$ cat config.mk
export PLATFORM = sky130hd
export DESIGN_NAME = fg_thread_sel
export DESIGN_NICKNAME = d
export VERILOG_FILES = /design/src/rtl/mtsel_pkg.sv /design/src/rtl/mtsel_thread_slot.sv /design/src/rtl/mtsel_rr_pick.sv /design/src/rtl/fg_thread_sel.sv
export SDC_FILE = /design/constraint.sdc
export NUM_CORES = 1
export LEC_CHECK = 0
export BUFFER_PORTS_ARGS = -buffer_cell sky130_fd_sc_hd__buf_2
export CORE_MARGIN = 2
export CORE_UTILIZATION = 35
export CTS_BUF_LIST = sky130_fd_sc_hd__clkbuf_8
export CTS_CLUSTER_DIAMETER = 60
export DETAILED_ROUTE_END_ITERATION = 8
export SYNTH_ARGS = -nofsm -noshare
export SYNTH_HDL_FRONTEND = slang
export SYNTH_SLANG_ARGS = --single-unit
$ cat constraint.sdc
create_clock -name clk -period 1.9 [get_ports clk]
set_input_delay 0.38 -clock clk [delete_from_list [all_inputs] [get_ports clk]]
set_output_delay 0.38 -clock clk [all_outputs]
set_load 0.02 [all_outputs]
$ cat src/rtl/mtsel_pkg.sv
package mtsel_pkg;
  localparam int unsigned DEF_THREADS = 4;
  localparam int unsigned DEF_SHADOW  = 3;

  // next search start after thread cur in a ring of n threads
  function automatic int unsigned ring_next(input int unsigned cur, input int unsigned n);
    return (cur + 1 >= n) ? 0 : cur + 1;
  endfunction
endpackage

$ cat src/rtl/mtsel_thread_slot.sv
module mtsel_thread_slot #(
  parameter int unsigned SHADOW_CYC = 3,
  localparam int unsigned CW = $clog2(SHADOW_CYC + 1)
) (
  input  logic clk,
  input  logic rst_n,
  input  logic insn_vld,
  input  logic grant,
  input  logic ldbr,
  input  logic miss_set,
  input  logic miss_ret,
  output logic ready
);
  logic [CW-1:0] shadow_q, shadow_d;
  logic          shadow_en;
  logic          miss_q, miss_d, miss_en;
  logic          long_issue;

  assign long_issue = grant && ldbr;
  assign ready      = insn_vld && (shadow_q == '0) && (!miss_q || miss_ret);

  always_comb begin
    shadow_en = long_issue || (shadow_q != '0);
    shadow_d  = shadow_q;
    if (long_issue)              shadow_d = CW'(SHADOW_CYC);
    else if (shadow_q != '0)     shadow_d = shadow_q - 1'b1;
  end

  always_comb begin
    miss_en = miss_set || miss_ret;
    miss_d  = miss_set;     // a new miss outranks a return
  end

  always_ff @(posedge clk or negedge rst_n) begin
    if (!rst_n) begin
      shadow_q <= '0;
      miss_q   <= 1'b0;
    end else begin
      if (shadow_en) shadow_q <= shadow_d;
      if (miss_en)   miss_q   <= miss_d;
    end
  end
endmodule

$ cat src/rtl/mtsel_rr_pick.sv
module mtsel_rr_pick #(
  parameter int unsigned N = 4,
  localparam int unsigned TW = $clog2(N)
) (
  input  logic [N-1:0]  req,
  input  logic [TW-1:0] start,
  output logic          gnt_vld,
  output logic [TW-1:0] gnt_idx,
  output logic [N-1:0]  gnt_oh
);
  always_comb begin
    gnt_vld = 1'b0;
    gnt_idx = '0;
    for (int unsigned i = 0; i < N; i++) begin
      int unsigned idx;
      idx = (int'(start) + i) % N;
      if (!gnt_vld && req[idx]) begin
        gnt_vld = 1'b1;
        gnt_idx = TW'(idx);
      end
    end
  end

  for (genvar t = 0; t < N; t++) begin : g_oh
    assign gnt_oh[t] = gnt_vld && (gnt_idx == TW'(t));
  end
endmodule

$ cat src/rtl/fg_thread_sel.sv
module fg_thread_sel #(
  parameter int unsigned N_THREADS  = mtsel_pkg::DEF_THREADS,
  parameter int unsigned SHADOW_CYC = mtsel_pkg::DEF_SHADOW,
  localparam int unsigned TID_W = $clog2(N_THREADS)
) (
  input  logic                 clk,
  input  logic                 rst_n,
  input  logic [N_THREADS-1:0] insn_vld_i,
  input  logic [N_THREADS-1:0] ldbr_i,
  input  logic [N_THREADS-1:0] miss_set_i,
  input  logic [N_THREADS-1:0] miss_ret_i,
  output logic                 issue_vld_o,
  output logic [TID_W-1:0]     issue_tid_o,
  output logic                 core_idle_o
);
  logic [N_THREADS-1:0] ready;
  logic [N_THREADS-1:0] grant_oh;
  logic                 gnt_vld;
  logic [TID_W-1:0]     gnt_idx;
  logic [TID_W-1:0]     ptr_q, ptr_d;
  logic                 ptr_en;

  for (genvar t = 0; t < N_THREADS; t++) begin : g_slot
    mtsel_thread_slot #(.SHADOW_CYC(SHADOW_CYC)) u_slot (
      .clk      (clk),
      .rst_n    (rst_n),
      .insn_vld (insn_vld_i[t]),
      .grant    (grant_oh[t]),
      .ldbr     (ldbr_i[t]),
      .miss_set (miss_set_i[t]),
      .miss_ret (miss_ret_i[t]),
      .ready    (ready[t])
    );
  end

  mtsel_rr_pick #(.N(N_THREADS)) u_pick (
    .req     (ready),
    .start   (ptr_q),
    .gnt_vld (gnt_vld),
    .gnt_idx (gnt_idx),
    .gnt_oh  (grant_oh)
  );

  always_comb begin
    ptr_en = gnt_vld;
    ptr_d  = TID_W'(mtsel_pkg::ring_next(int'(gnt_idx), N_THREADS));
  end

  always_ff @(posedge clk or negedge rst_n) begin
    if (!rst_n)      ptr_q <= '0;
    else if (ptr_en) ptr_q <= ptr_d;
  end

  assign issue_vld_o = gnt_vld;
  assign issue_tid_o = gnt_idx;
  assign core_idle_o = !gnt_vld;
endmodule

==> results of run 1 <==
placed cells by master (no fill, tap or decap), types with 2 or more instances in the layout:
cell type and instances:
buf_2 17, xor2_1 4, o21ai_1 4, nor2_2 2, nand2_4 3, inv_1 5, and2b_1 2, nand2b_1 3
buf_6 4, nand2_1 6, buf_4 23, ha_1 2, o221ai_2 4, inv_2 5, nand2_2 2, ha_2 2
clkbuf_8 4, ha_4 4, nand2b_4 2, dfrtp_1 14, o21ai_0 2
flip-flops by register name, summed over array words and instances (netlist names):
| name | flops |
|---|---|
| g_slot.u_slot.miss_q | 4 |
| g_slot.u_slot.shadow_q | 8 |
| ptr_q | 2 |
critical path, stage by stage, from the launching register on:
cell and delay, ps:
dfrtp_1 390, inv_2 70, ha_4 170, nand3_4 70, a311oi_2 340, o21a_2 210, buf_6 120
metal layers:
layer / part of all wire / wire length [um] / up-vias / global-route usage
met4: 0.0090 / 19 / 0 / 0.0375
met3: 0.042 / 88 / 3 / 0.0519
met2: 0.55 / 1150 / 13 / 0.282
met1: 0.40 / 843 / 377 / 0.190
li1: - / - / 393 / -
met5: 0 / 0 / - / 0
worst paths after layout:
path                            cells past startpoint                                  endpoint  slack [ps]                                startpoint
worst max register to register                      9                      ptr_q[1]$_DFFE_PN0N_         -50  g_slot[0].u_slot.shadow_q[1]$_DFFE_PN0P_
worst min register to register                      2  g_slot[2].u_slot.shadow_q[1]$_DFFE_PN0P_         510  g_slot[2].u_slot.shadow_q[1]$_DFFE_PN0P_
worst max-delay path                                6                            issue_tid_o[0]        -110  g_slot[1].u_slot.shadow_q[0]$_DFFE_PN0P_
worst min-delay path                                1                      ptr_q[1]$_DFFE_PN0N_          20                                     rst_n
max in group asynchronous                           1       g_slot[2].u_slot.miss_q$_DFFE_PN0P_        1630                                     rst_n
min in group clk                                    2       g_slot[3].u_slot.miss_q$_DFFE_PN0P_         310                             miss_set_i[3]
synthesized netlist by cell type (2+ instances only):
cell type / instances
nor2_1: 2
o221ai_2: 4
and2b_1: 2
nand2_1: 11
o21ai_1: 4
dfrtp_1: 14
buf_6: 2
o21ai_0: 2
ha_1: 8
nand2b_1: 3
xor2_1: 4
inv_1: 10
nand2b_4: 2
metrics by stage:
| stage | worst slack [ps] | TNS [ps] | total power (uW) | cell area (sq um) | cells |
|---|---|---|---|---|---|
| finish | -107 | -309 | 2330 | 1430 | 163 |
| global route | -179 | -804 | 2510 | 1430 | 163 |
| CTS | -107 | -322 | 2240 | 1360 | 160 |
| detailed placement | -38.8 | -60.5 | 1640 | 1160 | 144 |
| global placement | 4.98 | 0 | 1590 | 1160 | 144 |
| floorplan | -4.03 | -4.03 | 1330 | 976 | 87 |
area by class of cell:
cell class | count | area (sq um)
Multi-Input combinational cell | 61 | 644
Clock buffer | 4 | 55.1
Tap cell | 30 | 37.5
Inverter | 10 | 37.5
Fill cell | 227 | 1030
Timing Repair Buffer | 44 | 303
Sequential cell | 14 | 350
repair_timing:
action | 4_1_cts | 5_1_grt
hold buffers | 0 | 0
buffers inserted | 12 | 3
setup endpoints to repair | 5 | 11
pin swaps | 8 | 5
gates resized for setup | 19 | 7
where the power goes:
part	switching, uW	total, uW	internal (uW)
Combinational	687	1530	841
Clock	111	295	184
Sequential	86.9	511	424
Total	885	2330	1450
cells by family (layout without fill, tap and decap cells):
family | count (synthesis) | count (layout) | share of synthesized area
AND/OR/NAND/NOR | 30 | 30 | 0.212
AO/OA/AOI/OAI | 18 | 18 | 0.168
XOR/XNOR | 4 | 4 | 0.0388
multiplexers | 1 | 1 | 0.0166
flip-flops | 14 | 14 | 0.388
adder cells (fa/ha/maj) | 8 | 8 | 0.111
buffers and inverters | 12 | 58 | 0.0665
==> impl_metrics.yaml, run 1 <==
global_route:
  antenna_found_initial: 0
  gr-total-overflow: 0
  gr-usage-all-layers: 0.161
  grt_pass1_vias: 783
  grt_max_degree: 15
  grt_first_pass_wirelength_um: 3380
sta:
  timing.fmax_mhz: 498
  timing.hold.ws_ps: 21.3
  max_slew.worst_pin.slew_ps: 334
  setup_ws_ps: -107
  min_period_ps: 2010
  min_period_over_period: 1.06
  rsz0062_at_grt: "yes"
  finClkSkew_ps: 2.95
  relSlewSlack: 0.777
  setup_viol: 5
  finalHoldViolations: 0
  maxSlewViolCount: 0
synth:
  ys_warn_count: 0
  synth_area_leaders: "dfrtp_1, ha_1, o221ai_2"
  synth_top_area_frac: 0.388
  synth-edff-count: 0
  netlist_instances: 87
  syn_avg_cell_area_sq_um: 10.4
  ys_ff_latch: 14
  syn-num-nets: 113
  yosysSeqAreaShare: 0.388
  ys_types: 32
  yosys_most_used_dff: "dfrtp_1"
  async_reset_ff_frac: 1.00
  yosysTopAreaCell: "dfrtp_1"
  syn_area_sq_um: 903
setup_path:
  crit_arrival_ps: 1630
  path_max_fanout: 3
  critPathKind: "flop to output port"
  startpoint_type: "flop"
  crit_required_ps: 1520
  end_kind: "output port"
clock_network:
  htree_levels: 1
  cts.reportedPaths.clkPinSlew_ps: 60
  cts_buffers: 3
  ctsRootBufferMaster: "clkbuf_8"
  cts_tree: "done"
  clock_latency_ps: 250
  cts.sinks: 14
  clock_path_buffers: 2
placement:
  place.gp.congestion: 0.747
  hpwl_um: 1500
  port_buffers: 21
detailed_routing:
  dr.pass1.iters: 4
  detailroute.via_count: 786
  drt.antenna.violating_nets: 0
  routed_via_density: 4.82
  wl_per_cell_um: 12.9
  routed_wl_um: 2100
  drtIter0Drc: 2
  drc_errors: 0
cells_and_area:
  area_delta_synth_final_pct: 58.0
  drive_gt1_frac: 0.632
  final_util: 0.582
  nets: 160
  n_antenna_cell: 0
pwr:
  irDropWorstVdd_mv: 1.15
  leakagePower_uw: 0.000677
  power.density_nw_per_um2: 1630
floorplan:
  coreArea_sq_um: 2450
  top_level_ports: 22
  start_util: 0.368
  die_x_um: 54.8
  dieHeight_um: 54.8
  num_rows: 18
  die_area_sq_um: 3000
job:
  maxCapViolations: 0
outcome:
  failed_checks: "negative setup slack"
  outcome: "finished with violations"
worst_hold_path:
  hold_path_class: "primary input to async pin"
Note: power is estimated with default switching activity, not from simulation.
==> run 2: changes to the inputs <==
--- a/config.mk
+++ b/config.mk
@@ -11,6 +11,7 @@
 export CTS_BUF_LIST = sky130_fd_sc_hd__clkbuf_8
 export CTS_CLUSTER_DIAMETER = 60
 export DETAILED_ROUTE_END_ITERATION = 8
+export SETUP_SLACK_MARGIN = 0.4
 export SYNTH_ARGS = -nofsm -noshare
 export SYNTH_HDL_FRONTEND = slang
 export SYNTH_SLANG_ARGS = --single-unit
==> run 2 against run 1 <==
The flow still finishes with violations (negative setup slack). Register-to-register slack about the same. First-iteration DRC count increased to 3.0 times the previous value. Count of clock-buffer cells in the layout unchanged. Clock power increased by 2%. Largest power group unchanged. Combinational power about the same. Power increased by 0.63%. Worst hold slack got worse by 1.1 ps. Setup slack improved by 9.2 ps.
==> impl_metrics.yaml, run 2 (synthesized netlist as in run 1, its figures left out) <==
placement:
  dpl_worst_slack_ps: -47.3
  hpwl_um: 1510
  dpl_cell_area_sq_um: 1170
  place_inst: 140
  port_buffers: 21
  place.gp.congestion: 0.774
sta:
  rsz0062_at_grt: "yes"
  timing.fmax_mhz: 501
  max_slew.worst_pin.slew_ps: 325
  finClkSkew_ps: 5.28
  min_period_ps: 2000
  setup_viol: 5
  relSlewSlack: 0.782
  finalHoldViolations: 0
  maxSlewViolCount: 0
  min_period_over_period: 1.05
  finalSetupTns_ps: -366
  setup_ws_ps: -97.9
  timing.hold.ws_ps: 20.2
pwr:
  leakagePower_uw: 0.000671
  irDropWorstVdd_mv: 0.901
  power.density_nw_per_um2: 1640
setup_path:
  crit_buf_inv: 2
  cp_cell_sequence: "inv_2, ha_4, nand2_4, o32ai_4, a21boi_2, o22a_2, buf_6"
  cp_slowest_stage_delay_ps: 380
  startpoint_type: "flop"
  critPathSlowestCell: "dfrtp_1"
  critPathTopFamily: "compound AO/OA/AOI/OAI gates"
  critPathKind: "flop to output port"
  crit_arrival_ps: 1620
  end_kind: "output port"
  crit_required_ps: 1520
  path_max_fanout: 4
outcome:
  outcome: "finished with violations"
  failed_checks: "negative setup slack"
global_route:
  grt_pass1_vias: 787
  gr-total-overflow: 0
  antenna_found_initial: 0
  grt_max_degree: 15
  grt_first_pass_wirelength_um: 3420
  gr-usage-all-layers: 0.162
clock_network:
  hold_buffers: 0
  clock_path_buffers: 2
  htree_levels: 1
  clock_latency_ps: 250
  cts_tree: "done"
  cts.reportedPaths.clkPinSlew_ps: 60
  cts.sinks: 14
  ctsRootBufferMaster: "clkbuf_8"
  cts_buffers: 3
job:
  maxCapViolations: 0
cells_and_area:
  nets: 158
  fin_cells: 161
  regMostFlops: "g_slot.u_slot.shadow_q"
  area_delta_synth_final_pct: 58.3
  mostFrequentLayoutCells: "buf_4, buf_2, dfrtp_1"
  final_common_cell: "buf_4"
  largest_reg_flops: 8
  drive_gt1_frac: 0.664
  reg.largest.list: "g_slot.u_slot.shadow_q x8, g_slot.u_slot.miss_q x4, ptr_q x2"
  num-fill-cells: 206
  n_antenna_cell: 0
  final_cell_area_sq_um: 1430
floorplan:
  num_rows: 18
  die_area_sq_um: 3000
  top_level_ports: 22
  dieHeight_um: 54.8
  start_util: 0.368
  coreArea_sq_um: 2450
  die_x_um: 54.8
detailed_routing:
  routed_via_density: 4.91
  routed_wl_um: 2140
  dr.pass1.iters: 4
  wl_per_cell_um: 13.3
  drtIter0Drc: 6
  drt.antenna.violating_nets: 0
  detailroute.via_count: 791
  drc_errors: 0
worst_hold_path:
  hold_path_class: "primary input to async pin"
-- run 2: area by class of cell --
cell class                 instances  area (sq um)  share of cell area
timing repair buffer              42           288               0.201
clock buffer                       4          55.1              0.0385
multi-input combinational         61           661               0.462
tap                               30          37.5              0.0262
inverter                          10          37.5              0.0262
sequential                        14           352               0.246
-- run 2: layer usage --
layer,share of wire,track usage,vias up
met5,0,0,-
met4,0.013,0.0500,0
met3,0.041,0.0328,3
met2,0.54,0.280,14
met1,0.41,0.199,383
li1,-,-,391
-- run 2: worst reg2reg max path, cell delays in order, from the launching register on --
cell      delay, ps
dfrtp_1         380
inv_2            70
ha_4            140
nand2_4          70
o32ai_4         240
a21boi_2         90
o22a_2          240
buf_4           150
ha_4            200
mux2_4          260
-- run 2: repair_timing --
action | 4_1_cts | 5_1_grt
pin swaps | 9 | 1
endpoints found under the setup margin | 13 | 13
cloned | 0 | 0
setup buffers | 15 | 2
gates resized for setup | 15 | 5
-- run 2: path summary, 6_finish.rpt --
path / startpoint / to / slack (ps) / cells after the start
max reg2reg: g_slot[0].u_slot.shadow_q[1]$_DFFE_PN0P_ / ptr_q[1]$_DFFE_PN0N_ / -50 / 9
min in group clk: miss_set_i[3] / g_slot[3].u_slot.miss_q$_DFFE_PN0P_ / 310 / 2
max in group asynchronous: rst_n / ptr_q[1]$_DFFE_PN0N_ / 1610 / 1
max: g_slot[0].u_slot.shadow_q[1]$_DFFE_PN0P_ / issue_tid_o[1] / -100 / 7
min: rst_n / g_slot[2].u_slot.shadow_q[0]$_DFFE_PN0P_ / 20 / 1
min reg2reg: g_slot[1].u_slot.shadow_q[1]$_DFFE_PN0P_ / g_slot[1].u_slot.shadow_q[1]$_DFFE_PN0P_ / 510 / 2
-- run 2: where the power goes --
| part | internal (uW) | total [uW] | switching [uW] |
|---|---|---|---|
| Clock | 184 | 301 | 117 |
| Combinational | 841 | 1530 | 689 |
| Sequential | 426 | 518 | 92.3 |
| Total | 1450 | 2350 | 898 |
-- run 2: metrics by stage --
| step | total power (uW) | util |
|---|---|---|
| after floorplan | 1420 | - |
| after global placement | 1630 | 0.478 |
| after detailed placement | 1670 | 0.478 |
| after CTS | 2280 | 0.568 |
| after global routing | 2520 | 0.583 |
| final | 2350 | 0.583 |
